**src/rtl/fps_pkg.sv**
```systemverilog
package fps_pkg;
  localparam int STK_DEPTH = 8;
  localparam int PTR_W     = $clog2(STK_DEPTH);
  localparam int CC_W      = 4;
  localparam int STAT_W    = 16;

  typedef enum logic [2:0] {
    OP_NOP   = 3'd0,
    OP_PUSH  = 3'd1,
    OP_POP   = 3'd2,
    OP_WRITE = 3'd3,
    OP_INIT  = 3'd4
  } stk_op_e;

  // stack-relative slot to physical entry
  function automatic logic [PTR_W-1:0] slot_to_phys(
      input logic [PTR_W-1:0] top, input logic [PTR_W-1:0] slot);
    return top + slot;
  endfunction

  // entry a push would fill
  function automatic logic [PTR_W-1:0] push_target(input logic [PTR_W-1:0] top);
    return top - PTR_W'(1);
  endfunction

  // cc is {C3,C2,C1,C0}
  function automatic logic [STAT_W-1:0] pack_status(
      input logic [5:0] flags, input logic fault, input logic [CC_W-1:0] cc,
      input logic [PTR_W-1:0] top, input logic busy);
    logic [STAT_W-1:0] s;
    s        = '0;
    s[5:0]   = flags;
    s[6]     = fault;
    s[7]     = |flags;
    s[8]     = cc[0];
    s[9]     = cc[1];
    s[10]    = cc[2];
    s[13:11] = top;
    s[14]    = cc[3];
    s[15]    = busy;
    return s;
  endfunction
endpackage

```
**src/rtl/fps_entries.sv**
```systemverilog
module fps_entries
  import fps_pkg::*;
#(
  parameter int DATA_W = 80
) (
  input  logic                 clk,
  input  logic                 rst_n,
  input  logic                 wr_en,
  input  logic [PTR_W-1:0]     wr_idx,
  input  logic [DATA_W-1:0]    wr_data,
  input  logic                 clr_en,
  input  logic [PTR_W-1:0]     clr_idx,
  input  logic                 clr_all,
  input  logic [PTR_W-1:0]     rd_idx,
  output logic [DATA_W-1:0]    rd_data,
  output logic [STK_DEPTH-1:0] tags
);
  logic [DATA_W-1:0]    mem_q [STK_DEPTH];
  logic [STK_DEPTH-1:0] tag_q;
  logic [STK_DEPTH-1:0] we_vec;
  logic [STK_DEPTH-1:0] ce_vec;

  for (genvar g = 0; g < STK_DEPTH; g++) begin : g_dec
    localparam logic [PTR_W-1:0] MY_IDX = PTR_W'(g);
    assign we_vec[g] = wr_en  && (wr_idx  == MY_IDX);
    assign ce_vec[g] = clr_en && (clr_idx == MY_IDX);
  end

  always_ff @(posedge clk or negedge rst_n) begin
    if (!rst_n) begin
      tag_q <= '0;
      for (int i = 0; i < STK_DEPTH; i++) mem_q[i] <= '0;
    end else if (clr_all) begin
      tag_q <= '0;
    end else begin
      for (int i = 0; i < STK_DEPTH; i++) begin
        if (we_vec[i]) begin
          mem_q[i] <= wr_data;
          tag_q[i] <= 1'b1;
        end else if (ce_vec[i]) begin
          tag_q[i] <= 1'b0;
        end
      end
    end
  end

  assign rd_data = mem_q[rd_idx];
  assign tags    = tag_q;
endmodule

```
**src/rtl/fps_ptr_ctl.sv**
```systemverilog
module fps_ptr_ctl
  import fps_pkg::*;
(
  input  logic                 clk,
  input  logic                 rst_n,
  input  stk_op_e              op,
  input  logic [PTR_W-1:0]     cmd_slot,
  input  logic                 rd_en,
  input  logic [PTR_W-1:0]     rd_slot,
  input  logic [STK_DEPTH-1:0] tags,
  output logic [PTR_W-1:0]     top,
  output logic [PTR_W-1:0]     rd_idx,
  output logic                 wr_en,
  output logic [PTR_W-1:0]     wr_idx,
  output logic                 clr_en,
  output logic [PTR_W-1:0]     clr_idx,
  output logic                 clr_all,
  output logic                 ev_push_ok,
  output logic                 ev_pop_ok,
  output logic                 ev_write,
  output logic                 ev_ovf,
  output logic                 ev_unf,
  output logic                 ev_init
);
  logic [PTR_W-1:0] top_q;
  logic [PTR_W-1:0] tgt_idx;
  logic [PTR_W-1:0] wslot_idx;
  logic             any_fault;
  logic             pop_empty;
  logic             rd_empty;

  assign top       = top_q;
  assign tgt_idx   = push_target(top_q);
  assign wslot_idx = slot_to_phys(top_q, cmd_slot);
  assign rd_idx    = slot_to_phys(top_q, rd_slot);

  assign ev_init   = (op == OP_INIT);
  assign pop_empty = (op == OP_POP) && !tags[top_q];
  assign rd_empty  = rd_en && !tags[rd_idx] && !ev_init;
  assign ev_ovf    = (op == OP_PUSH) && tags[tgt_idx];
  assign ev_unf    = pop_empty || rd_empty;
  assign any_fault = ev_ovf || ev_unf;

  assign ev_push_ok = (op == OP_PUSH)  && !any_fault;
  assign ev_pop_ok  = (op == OP_POP)   && !any_fault;
  assign ev_write   = (op == OP_WRITE) && !any_fault;

  assign wr_en   = ev_push_ok || ev_write;
  assign wr_idx  = ev_push_ok ? tgt_idx : wslot_idx;
  assign clr_en  = ev_pop_ok;
  assign clr_idx = top_q;
  assign clr_all = ev_init;

  always_ff @(posedge clk or negedge rst_n) begin
    if (!rst_n)          top_q <= '0;
    else if (ev_init)    top_q <= '0;
    else if (ev_push_ok) top_q <= tgt_idx;
    else if (ev_pop_ok)  top_q <= top_q + PTR_W'(1);
  end
endmodule

```
**src/rtl/fps_status.sv**
```systemverilog
module fps_status
  import fps_pkg::*;
#(
  parameter int N_EXC = 6
) (
  input  logic              clk,
  input  logic              rst_n,
  input  logic              ev_ovf,
  input  logic              ev_unf,
  input  logic              ev_init,
  input  logic [N_EXC-1:0]  ext_flags,
  input  logic [N_EXC-1:0]  exc_mask,
  input  logic              cc_we,
  input  logic [CC_W-1:0]   cc_in,
  input  logic [PTR_W-1:0]  top,
  input  logic              busy_in,
  output logic [STAT_W-1:0] status_word,
  output logic              irq
);
  logic [N_EXC-1:0] flags_q;
  logic             sf_q;
  logic [CC_W-1:0]  cc_q;
  logic             fault;
  logic [N_EXC-1:0] fault_vec;
  logic [CC_W-1:0]  cc_nxt;

  assign fault     = ev_ovf || ev_unf;
  assign fault_vec = {{(N_EXC-1){1'b0}}, fault};

  always_comb begin
    cc_nxt = cc_we ? cc_in : cc_q;
    if (fault) cc_nxt[1] = ev_ovf;
  end

  always_ff @(posedge clk or negedge rst_n) begin
    if (!rst_n) begin
      flags_q <= '0;
      sf_q    <= 1'b0;
      cc_q    <= '0;
    end else if (ev_init) begin
      flags_q <= '0;
      sf_q    <= 1'b0;
      cc_q    <= '0;
    end else begin
      flags_q <= flags_q | ext_flags | fault_vec;
      sf_q    <= sf_q | fault;
      cc_q    <= cc_nxt;
    end
  end

  assign status_word = pack_status(flags_q, sf_q, cc_q, top, busy_in);
  assign irq         = |(flags_q & ~exc_mask);
endmodule

```
**src/rtl/fpstack_regfile.sv**
```systemverilog
module fpstack_regfile
  import fps_pkg::*;
#(
  parameter int DATA_W = 80,
  parameter int N_EXC  = 6
) (
  input  logic              clk,
  input  logic              rst_n,
  input  logic [2:0]        cmd_op,
  input  logic [2:0]        cmd_slot,
  input  logic [DATA_W-1:0] wdata,
  input  logic              rd_en,
  input  logic [2:0]        rd_slot,
  output logic [DATA_W-1:0] rd_data,
  input  logic              cc_we,
  input  logic [3:0]        cc_in,
  input  logic [N_EXC-1:0]  ext_flags,
  input  logic [N_EXC-1:0]  exc_mask,
  input  logic              busy_in,
  output logic [15:0]       status_word,
  output logic              irq
);
  logic [PTR_W-1:0]     top;
  logic [PTR_W-1:0]     rd_idx;
  logic                 wr_en;
  logic [PTR_W-1:0]     wr_idx;
  logic                 clr_en;
  logic [PTR_W-1:0]     clr_idx;
  logic                 clr_all;
  logic [STK_DEPTH-1:0] tags;
  logic                 ev_push_ok;
  logic                 ev_pop_ok;
  logic                 ev_write;
  logic                 ev_ovf;
  logic                 ev_unf;
  logic                 ev_init;

  fps_ptr_ctl u_ptr (
    .clk        (clk),
    .rst_n      (rst_n),
    .op         (stk_op_e'(cmd_op)),
    .cmd_slot   (cmd_slot),
    .rd_en      (rd_en),
    .rd_slot    (rd_slot),
    .tags       (tags),
    .top        (top),
    .rd_idx     (rd_idx),
    .wr_en      (wr_en),
    .wr_idx     (wr_idx),
    .clr_en     (clr_en),
    .clr_idx    (clr_idx),
    .clr_all    (clr_all),
    .ev_push_ok (ev_push_ok),
    .ev_pop_ok  (ev_pop_ok),
    .ev_write   (ev_write),
    .ev_ovf     (ev_ovf),
    .ev_unf     (ev_unf),
    .ev_init    (ev_init)
  );

  fps_entries #(.DATA_W(DATA_W)) u_ent (
    .clk     (clk),
    .rst_n   (rst_n),
    .wr_en   (wr_en),
    .wr_idx  (wr_idx),
    .wr_data (wdata),
    .clr_en  (clr_en),
    .clr_idx (clr_idx),
    .clr_all (clr_all),
    .rd_idx  (rd_idx),
    .rd_data (rd_data),
    .tags    (tags)
  );

  fps_status #(.N_EXC(N_EXC)) u_st (
    .clk         (clk),
    .rst_n       (rst_n),
    .ev_ovf      (ev_ovf),
    .ev_unf      (ev_unf),
    .ev_init     (ev_init),
    .ext_flags   (ext_flags),
    .exc_mask    (exc_mask),
    .cc_we       (cc_we),
    .cc_in       (cc_in),
    .top         (top),
    .busy_in     (busy_in),
    .status_word (status_word),
    .irq         (irq)
  );
endmodule

```
**config.mk**
```make
export PLATFORM = sky130hd
export DESIGN_NAME = fpstack_regfile
export DESIGN_NICKNAME = d
export VERILOG_FILES = /design/src/rtl/fps_pkg.sv /design/src/rtl/fps_entries.sv /design/src/rtl/fps_ptr_ctl.sv /design/src/rtl/fps_status.sv /design/src/rtl/fpstack_regfile.sv
export SDC_FILE = /design/constraint.sdc
export NUM_CORES = 1
export LEC_CHECK = 0
export BUFFER_PORTS_ARGS = -buffer_cell sky130_fd_sc_hd__buf_2
export CAP_MARGIN = 10
export CORE_MARGIN = 2
export CORE_UTILIZATION = 40
export DETAILED_ROUTE_END_ITERATION = 10
export GPL_TIMING_DRIVEN = 0
export MAX_ROUTING_LAYER = met4
export PLACE_DENSITY_LB_ADDON = 0.05
export RECOVER_POWER = 50
export SYNTH_ARGS = -nofsm -noshare
export SYNTH_HDL_FRONTEND = slang
export SYNTH_HIERARCHICAL = 1
export SYNTH_SLANG_ARGS = --single-unit
```
**constraint.sdc**
```tcl
create_clock -name clk -period 11.7 [get_ports clk]
set_input_delay 1.755 -clock clk [delete_from_list [all_inputs] [get_ports clk]]
set_output_delay 1.755 -clock clk [all_outputs]
set_load 0.02 [all_outputs]
```
==> reports/results.txt, run 1 <==
The flow ran to the end, but the final reports show violations. The checks that failed: max-capacitance violations, max-slew violations. The number of vias per cell was 5.40; the final critical-path setup slack was 4070 ps. The fraction of final layout cells sized beyond drive strength 1 is 60.4%, and the maximum clock frequency is 131 MHz. The final critical path time including I/O delays and setup was 7630 ps; the total global-route track usage was 21.4%.

The final routed wire length divided by cell count was 25.1 um; the DRC violations left was 0. At the worst endpoint, the required time is 11,710 ps. After synthesis, the mean cell area works out to 16.7 um^2. The tools report the placer's final routability congestion estimate as 0.794. For the total number of nets in the final design, the log shows 2,216. The logs give 76 for the total clock buffers created by CTS and 3 for the buffer levels on the longest clock path. The signal on the critical path passes through clkbuf_1 -> buf_16 -> buf_16 -> clkbuf_2. For the final database, setup skew stands at 12.8 ps.

For the pin with the worst max-slew slack, the measured transition is 3730 ps. Placed instance area: 0.0327 mm^2. The run gives 47.1% as the post-layout utilization of the core.

The number of sinks driven by the clock tree is 662. The setup path with the least slack is of type primary input to asynchronous set/reset pin. After routing the design area is 0.0352 mm^2. The first global-routing pass estimated 121,000 um of wire.

Compared with the post-synthesis result, the final layout area differs by 16.2%. The Yosys step of the flow raised 6 warnings. The post-synthesis instance total is 1,810, and the count of final setup violators is 0. The floorplan step defined a core boundary enclosing 0.0747 mm^2. Maximum vdd drop: 0.163 mV. After layout, the worst path uses 65.2% of the clock period. The count of input and output buffers was 205; the worst-case setup slack after placement was 4770 ps. At the worst endpoint, the arrival time is 7640 ps. The power density normalized to cell area was 308 mW/mm^2. The largest single stage delay on the critical path is 2570 ps.

The slowest stage of the critical path is the sky130_fd_sc_hd__clkbuf_1 cell. The family with the most delay on the worst path is buffers and inverters. The number of primary I/O pins was 207; the number of vias in the routed layout was 16,953. After the first detailed-routing iteration, the DRC count stood at 790. Max-cap violations in this run came to 2.

Buffers added to address setup during post-CTS repair amount to 0. The critical path contains buffers and inverters numbering 4 combined. In this run, post-CTS repair resized a total of 0 instances.

In this run the number of H-tree levels came out at 3. The number of nets in the synthesized netlist was 1,926. The count of standard-cell rows is 100, and the netlist area before placement is 0.0303 mm^2. The initial antenna violation count came out at 11. The total congestion overflow is 0. The maximum number of pins on one net before global-route repair was 125; the initial core utilization was 40.6%. Setup repair after global routing left no endpoint under its margin.

The worst setup path is launched from a primary input. The class of the most critical hold timing path is flip-flop to flip-flop. The number of global-route vias before repair is 18,836. The root buffer cell chosen for the clock tree is sky130_fd_sc_hd__clkbuf_16.

For this run, the detailed router's first-pass iteration total came to 5. Hold repair after CTS inserted 0 buffers. The count of nets left with antenna violations once routing finished came out at 0. TritonCTS built the clock tree. The post-route total power is 10.9 mW. For the leakage component of the power, the log shows 16.2 nW. The run gives 0 ps as the sum of negative setup slack. Counting stages on the worst path, the most repeated cell is sky130_fd_sc_hd__buf_16. The area enclosed by the die boundary is 0.0780 mm^2, and the largest driver fanout on the critical path is 124. The logs give 0 for the count of final hold-check violations and 78,800 um for the detailed-route wire length.

Clock input transition at the sequential cells of the worst setup and hold paths: 50 ps. The later pin in the worst-skew pair is clocked with a latency of 610 ps. The die boundary width is 279 um, and the floorplan die height is 279 um.

The worst pin sits at a relative slew slack of -149%. Counting the fill cells in the layout gives 6,584. STA classifies the critical path endpoint as an asynchronous set/reset pin. The number of pins with negative max-slew slack in the final report was 185; the sum of net half-perimeters after detailed placement was 50,200 um.
==> cells in the final DEF (no fill, tap or decap), types with 3 or more instances in the layout <==
cell type,instances
sky130_fd_sc_hd__mux2i_1,10
sky130_fd_sc_hd__clkbuf_16,79
sky130_fd_sc_hd__clkbuf_8,22
sky130_fd_sc_hd__clkbuf_1,63
sky130_fd_sc_hd__nand4b_1,3
sky130_fd_sc_hd__buf_6,50
sky130_fd_sc_hd__mux4_2,163
sky130_fd_sc_hd__clkbuf_4,4
sky130_fd_sc_hd__inv_1,22
sky130_fd_sc_hd__buf_1,6
sky130_fd_sc_hd__a31o_2,4
sky130_fd_sc_hd__buf_16,5
sky130_fd_sc_hd__buf_2,222
sky130_fd_sc_hd__dfrtp_1,662
sky130_fd_sc_hd__ha_1,4
sky130_fd_sc_hd__buf_4,5
sky130_fd_sc_hd__nand4_1,3
sky130_fd_sc_hd__inv_6,3
sky130_fd_sc_hd__nand2b_1,3
sky130_fd_sc_hd__o22ai_1,3
sky130_fd_sc_hd__nand3b_1,3
sky130_fd_sc_hd__mux2_2,721
sky130_fd_sc_hd__o311ai_0,5
sky130_fd_sc_hd__bufinv_16,4
sky130_fd_sc_hd__o21ai_0,3
sky130_fd_sc_hd__clkinv_2,9
sky130_fd_sc_hd__nor3b_1,3
sky130_fd_sc_hd__nor2_1,22
sky130_fd_sc_hd__nand2_1,14
sky130_fd_sc_hd__diode_2,9
==> registers in the layout, summed over array words and instances, names as in the netlist <==
signal         flops
u_st/cc_q          4
u_st/sf_q          1
u_ent/mem_q      640
u_ptr/clr_idx      3
u_ent/tags         8
u_st/flags_q       6
==> stage by stage <==
step,hold WS [ps],instances
floorplan,474,1810
global placement,481,2984
detailed placement,487,2991
CTS,500,3128
global route,508,3136
finish,500,3137
==> final timing paths <==
check                                 start          endpoint  slack, ps  cells past startpoint
setup / recovery                      rst_n  u_ent/mem_q[269]       4070                      4
hold / removal              u_ent/mem_q[24]   u_ent/mem_q[24]        500                      1
setup reg to reg           u_ptr/clr_idx[1]  u_ent/mem_q[414]       5240                     12
hold reg to reg             u_ent/mem_q[24]   u_ent/mem_q[24]        500                      1
max in group clk                 rd_slot[0]  u_ent/mem_q[414]       4790                     13
min in group asynchronous             rst_n   u_st/flags_q[4]       2410                      1
==> power by group <==
group	total, mW	switching [mW]	internal (mW)
sequential	3.80	0.495	3.31
combinational	4.63	2.23	2.41
clock	2.42	0.953	1.47
==> per-layer routing <==
metal	track usage, %	wire, um	vias up
li1	-	-	7387
met1	28.6	35500	9156
met2	33.7	37900	276
met3	3.83	3340	134
met4	6.02	2100	0
met5	-	0	-
==> final cells by class <==
type	instances	area (um^2)	area share [%]
diodes	9	22.5	0.0640
multi-input cells	998	12600	35.9
repair buffers	212	1160	3.31
inverters	22	82.6	0.235
clock inverters	19	228	0.647
flip-flops and latches	662	16600	47.1
well taps	969	1210	3.44
plain buffers	128	931	2.64
clock buffers	118	2340	6.66
(Power assumes the default switching activity.)
==> run 2: changes to the inputs <==
==> constraint.sdc (replaced) <==
create_clock -name clk -period 6.3 [get_ports clk]
set_input_delay 0.945 -clock clk [delete_from_list [all_inputs] [get_ports clk]]
set_output_delay 0.945 -clock clk [all_outputs]
set_load 0.02 [all_outputs]
==> reports/results.txt, run 2 (synthesized netlist as in run 1, its figures left out) <==
The tools report the worst slew margin relative to its limit as -139% (+10 points). The tools report the clock root buffer as sky130_fd_sc_hd__clkbuf_16. The DRC violations left is 0 (unchanged), and the count of input and output buffers is 205 (unchanged). Combined flip-flop and latch cell area: 0.0166 mm^2 (unchanged).

Flip-flop count of the largest register, all copies and words added: 640 (unchanged). The tools report the initial antenna violation count as 11 (unchanged). TritonCTS built the clock tree. The count of buffers added by post-CTS timing repair for setup is 0 (unchanged).

The most common cell after layout, fill and taps aside was sky130_fd_sc_hd__mux2_2. The logs give 12.5 ps (-0.395 ps) for the worst clock skew and 16,920 (-0.19%) for the number of vias in the routed layout. The tools report the leakage component of the power as 16.2 nW (about the same).

Kind of critical path: flip-flop to flip-flop. The run gives 0 (unchanged) as the total congestion overflow. The floorplan die height is 279 um (unchanged), and the worst hold slack is 499 ps (-1.23 ps).

Die boundary width: 279 um (unchanged). For the sum of net half-perimeters after detailed placement, the log shows 50,200 um (unchanged). The run gives 78,700 um (-0.15%) as the detailed-route wire length. The flow ran to the end, but the final reports show violations.

The final reports fail on max-capacitance violations, max-slew violations. Max-cap violation count: 2 (unchanged). The largest driver fanout on the critical path was 11 (-91%). The clock input transition at the sequential cells of the worst setup and hold paths came out at 60 ps (about the same).

The run gives 0 (unchanged) as the post-cts repair resize count. The post-synthesis to final-layout area growth is 16.1% (about the same). The post-detailed-route count of antenna-violating nets was 0 (unchanged).

Counting I/O delays and the setup requirement, the final critical path takes 5820 ps. Counting flops per register, the top entry is u_ent/mem_q. The placeable core area was 0.0747 mm^2 (unchanged).

The maximum level of the CTS H-tree came out at 3 (unchanged). The hold buffer count at cts was 0 (unchanged). The tools report the startpoint of the lowest-slack register-to-register path as u_ptr/clr_idx[1].

Leaving out fill and tap cells, the most frequent cells in the layout are 721 x sky130_fd_sc_hd__mux2_2, 662 x sky130_fd_sc_hd__dfrtp_1, 222 x sky130_fd_sc_hd__buf_2. The run gives 0.303 mV (+86%) as the maximum vdd drop. The area enclosed by the die boundary is 0.0780 mm^2 (unchanged). The count of standard-cell rows was 100 (unchanged); the final routed wire length divided by cell count was 25.1 um (-0.18%).

The run gives 0 (unchanged) as the count of final hold-check violations. For the endpoint arrival time on the critical path, the log shows 6310 ps (-1330 ps). The delay of the slowest cell on the worst path is 940 ps (-1630 ps), and the fill cell instance count of the final layout is 6,584 (unchanged). For the maximum number of pins on one net before global-route repair, the log shows 125 (unchanged). The total clock buffers created by CTS came out at 76 (unchanged). The count of final setup violators is 0 (unchanged), and the global-route wire length before repair is 121,000 um (unchanged).

Based on the critical path, the design can be clocked at up to 172 MHz. For the number of primary I/O pins, the log shows 207 (unchanged). The tools report the total number of nets in the final design as 2,216 (unchanged). The placer's final routability congestion estimate came out at 0.794 (unchanged).

The power density normalized to cell area came out at 573 mW/mm^2 (+86%). Among the stages of the critical path, the cell type that occurs most often is sky130_fd_sc_hd__clkbuf_1. The fraction of final layout cells sized beyond drive strength 1 works out to 60.4% (unchanged). The startpoint identified for the worst hold timing path is u_ent/mem_q[239]. The depth of the most critical reg-to-reg path is 12 (unchanged). The slowest stage of the critical path is the sky130_fd_sc_hd__clkbuf_1 cell. Capture instance of the worst register-to-register path: u_ent/mem_q[440]. The end of the critical path is u_ent/mem_q[440]. The class of the most critical hold timing path was flip-flop to flip-flop. The critical path required time is 6790 ps (-4920 ps), and the number of pins with negative max-slew slack in the final report is 180 (-2.7%).

The clock latency on the worst-skew pair was 610 ps (about the same). The buffer levels on the longest clock path was 3 (unchanged); the number of sinks driven by the clock tree was 662 (unchanged). The measured slew at the worst slew-check pin works out to 3580 ps (-152 ps).

Initial core utilization: 40.6% (unchanged). The launching instance or port of the critical path was u_ptr/clr_idx[1]. The post-layout utilization of the core is 47.1% (about the same).

Setup repair after global routing left no endpoint under its margin. The worst setup path is captured at a flip-flop. Number of optimization iterations in the first detailed-route pass: 4 (-1).

Traced cell by cell, the critical path runs through buf_6 -> inv_1 -> fa_1 -> mux4_2 -> mux2i_1 -> a32oi_1 -> nand3_4 -> o311ai_2 -> or3_1 -> clkbuf_1 -> clkbuf_1 -> mux2_2. The worst path uses 92.4% of the clock period. The number of global-route vias before repair was 18,836 (unchanged); the total global-route track usage was 21.4% (unchanged). The setup slack of the worst register-to-register path is 480 ps (-4760 ps). The number of vias per cell is 5.39 (-0.23%). The area of the multi-input gates came out at 0.0127 mm^2 (about the same). The startpoint kind of the worst setup timing path was a flip-flop.

The number of design-rule violations left by the first detailed-router iteration came out at 843 (+6.7%).
==> run 2: changes by cell type in the layout (fill, tap and decap cells not counted), sizes merged <==
| cell | change |
|---|---|
| buf | -1 |
| clkbuf | +1 |
| diode | +1 |
==> run 2: layout make-up <==
type                    count  area share, %
diodes                     10         0.0711
plain buffers             128           2.65
clock buffers             118           6.66
clock inverters            19          0.647
inverters                  22          0.235
multi-input cells         998           36.0
flip-flops and latches    662           47.1
well taps                 969           3.45
repair buffers            212           3.26
==> run 2: where the power goes <==
| part | leakage [nW] | switching (mW) | internal [mW] |
|---|---|---|---|
| registers | 8.49 | 0.920 | 6.14 |
| clock network | 1.27 | 1.77 | 2.73 |
| logic | 6.45 | 4.13 | 4.47 |
| total | 16.2 | 6.82 | 13.3 |
==> run 2: how the worst min path moves through the flow <==
stage	to	depth (start not counted)
after floorplan	u_ent/mem_q[240]	1
after global placement	u_ent/mem_q[296]	1
after detailed placement	u_ent/mem_q[254]	1
after CTS	u_st/flags_q[4]	1
after global routing	u_ent/mem_q[286]	1
final	u_ent/mem_q[239]	1
==> run 2: metrics by stage <==
stage	instances	cell area [um^2]	setup TNS (ps)	worst slack, ps	power (mW)
floorplan	1810	30300	0	2180	13.1
global placement	2984	32500	-6277670	-9610	15.6
detailed placement	2991	32700	0	988	15.9
CTS	3128	35300	0	518	20.5
global route	3136	35200	0	280	21.3
finish	3138	35200	0	479	20.2
==> run 2: critical path, delay by kind of cell, from the launching register on <==
kind | cells | cell delay [ps]
AOI/OAI and AO/OA | 2 | 1280
adders and majority gates | 1 | 580
buffers and inverters | 4 | 1970
DFF | 1 | 610
muxes | 3 | 880
and+or+nand+nor | 2 | 370
==> run 2: per-layer routing <==
layer  up-vias  share of wire, %  global-route usage [%]
li1       7390                 -                       -
met1      9118                45                    28.6
met2       274                48                    33.7
met3       138               4.2                    3.83
met4         0               2.6                    6.02
met5         -                 0                       -
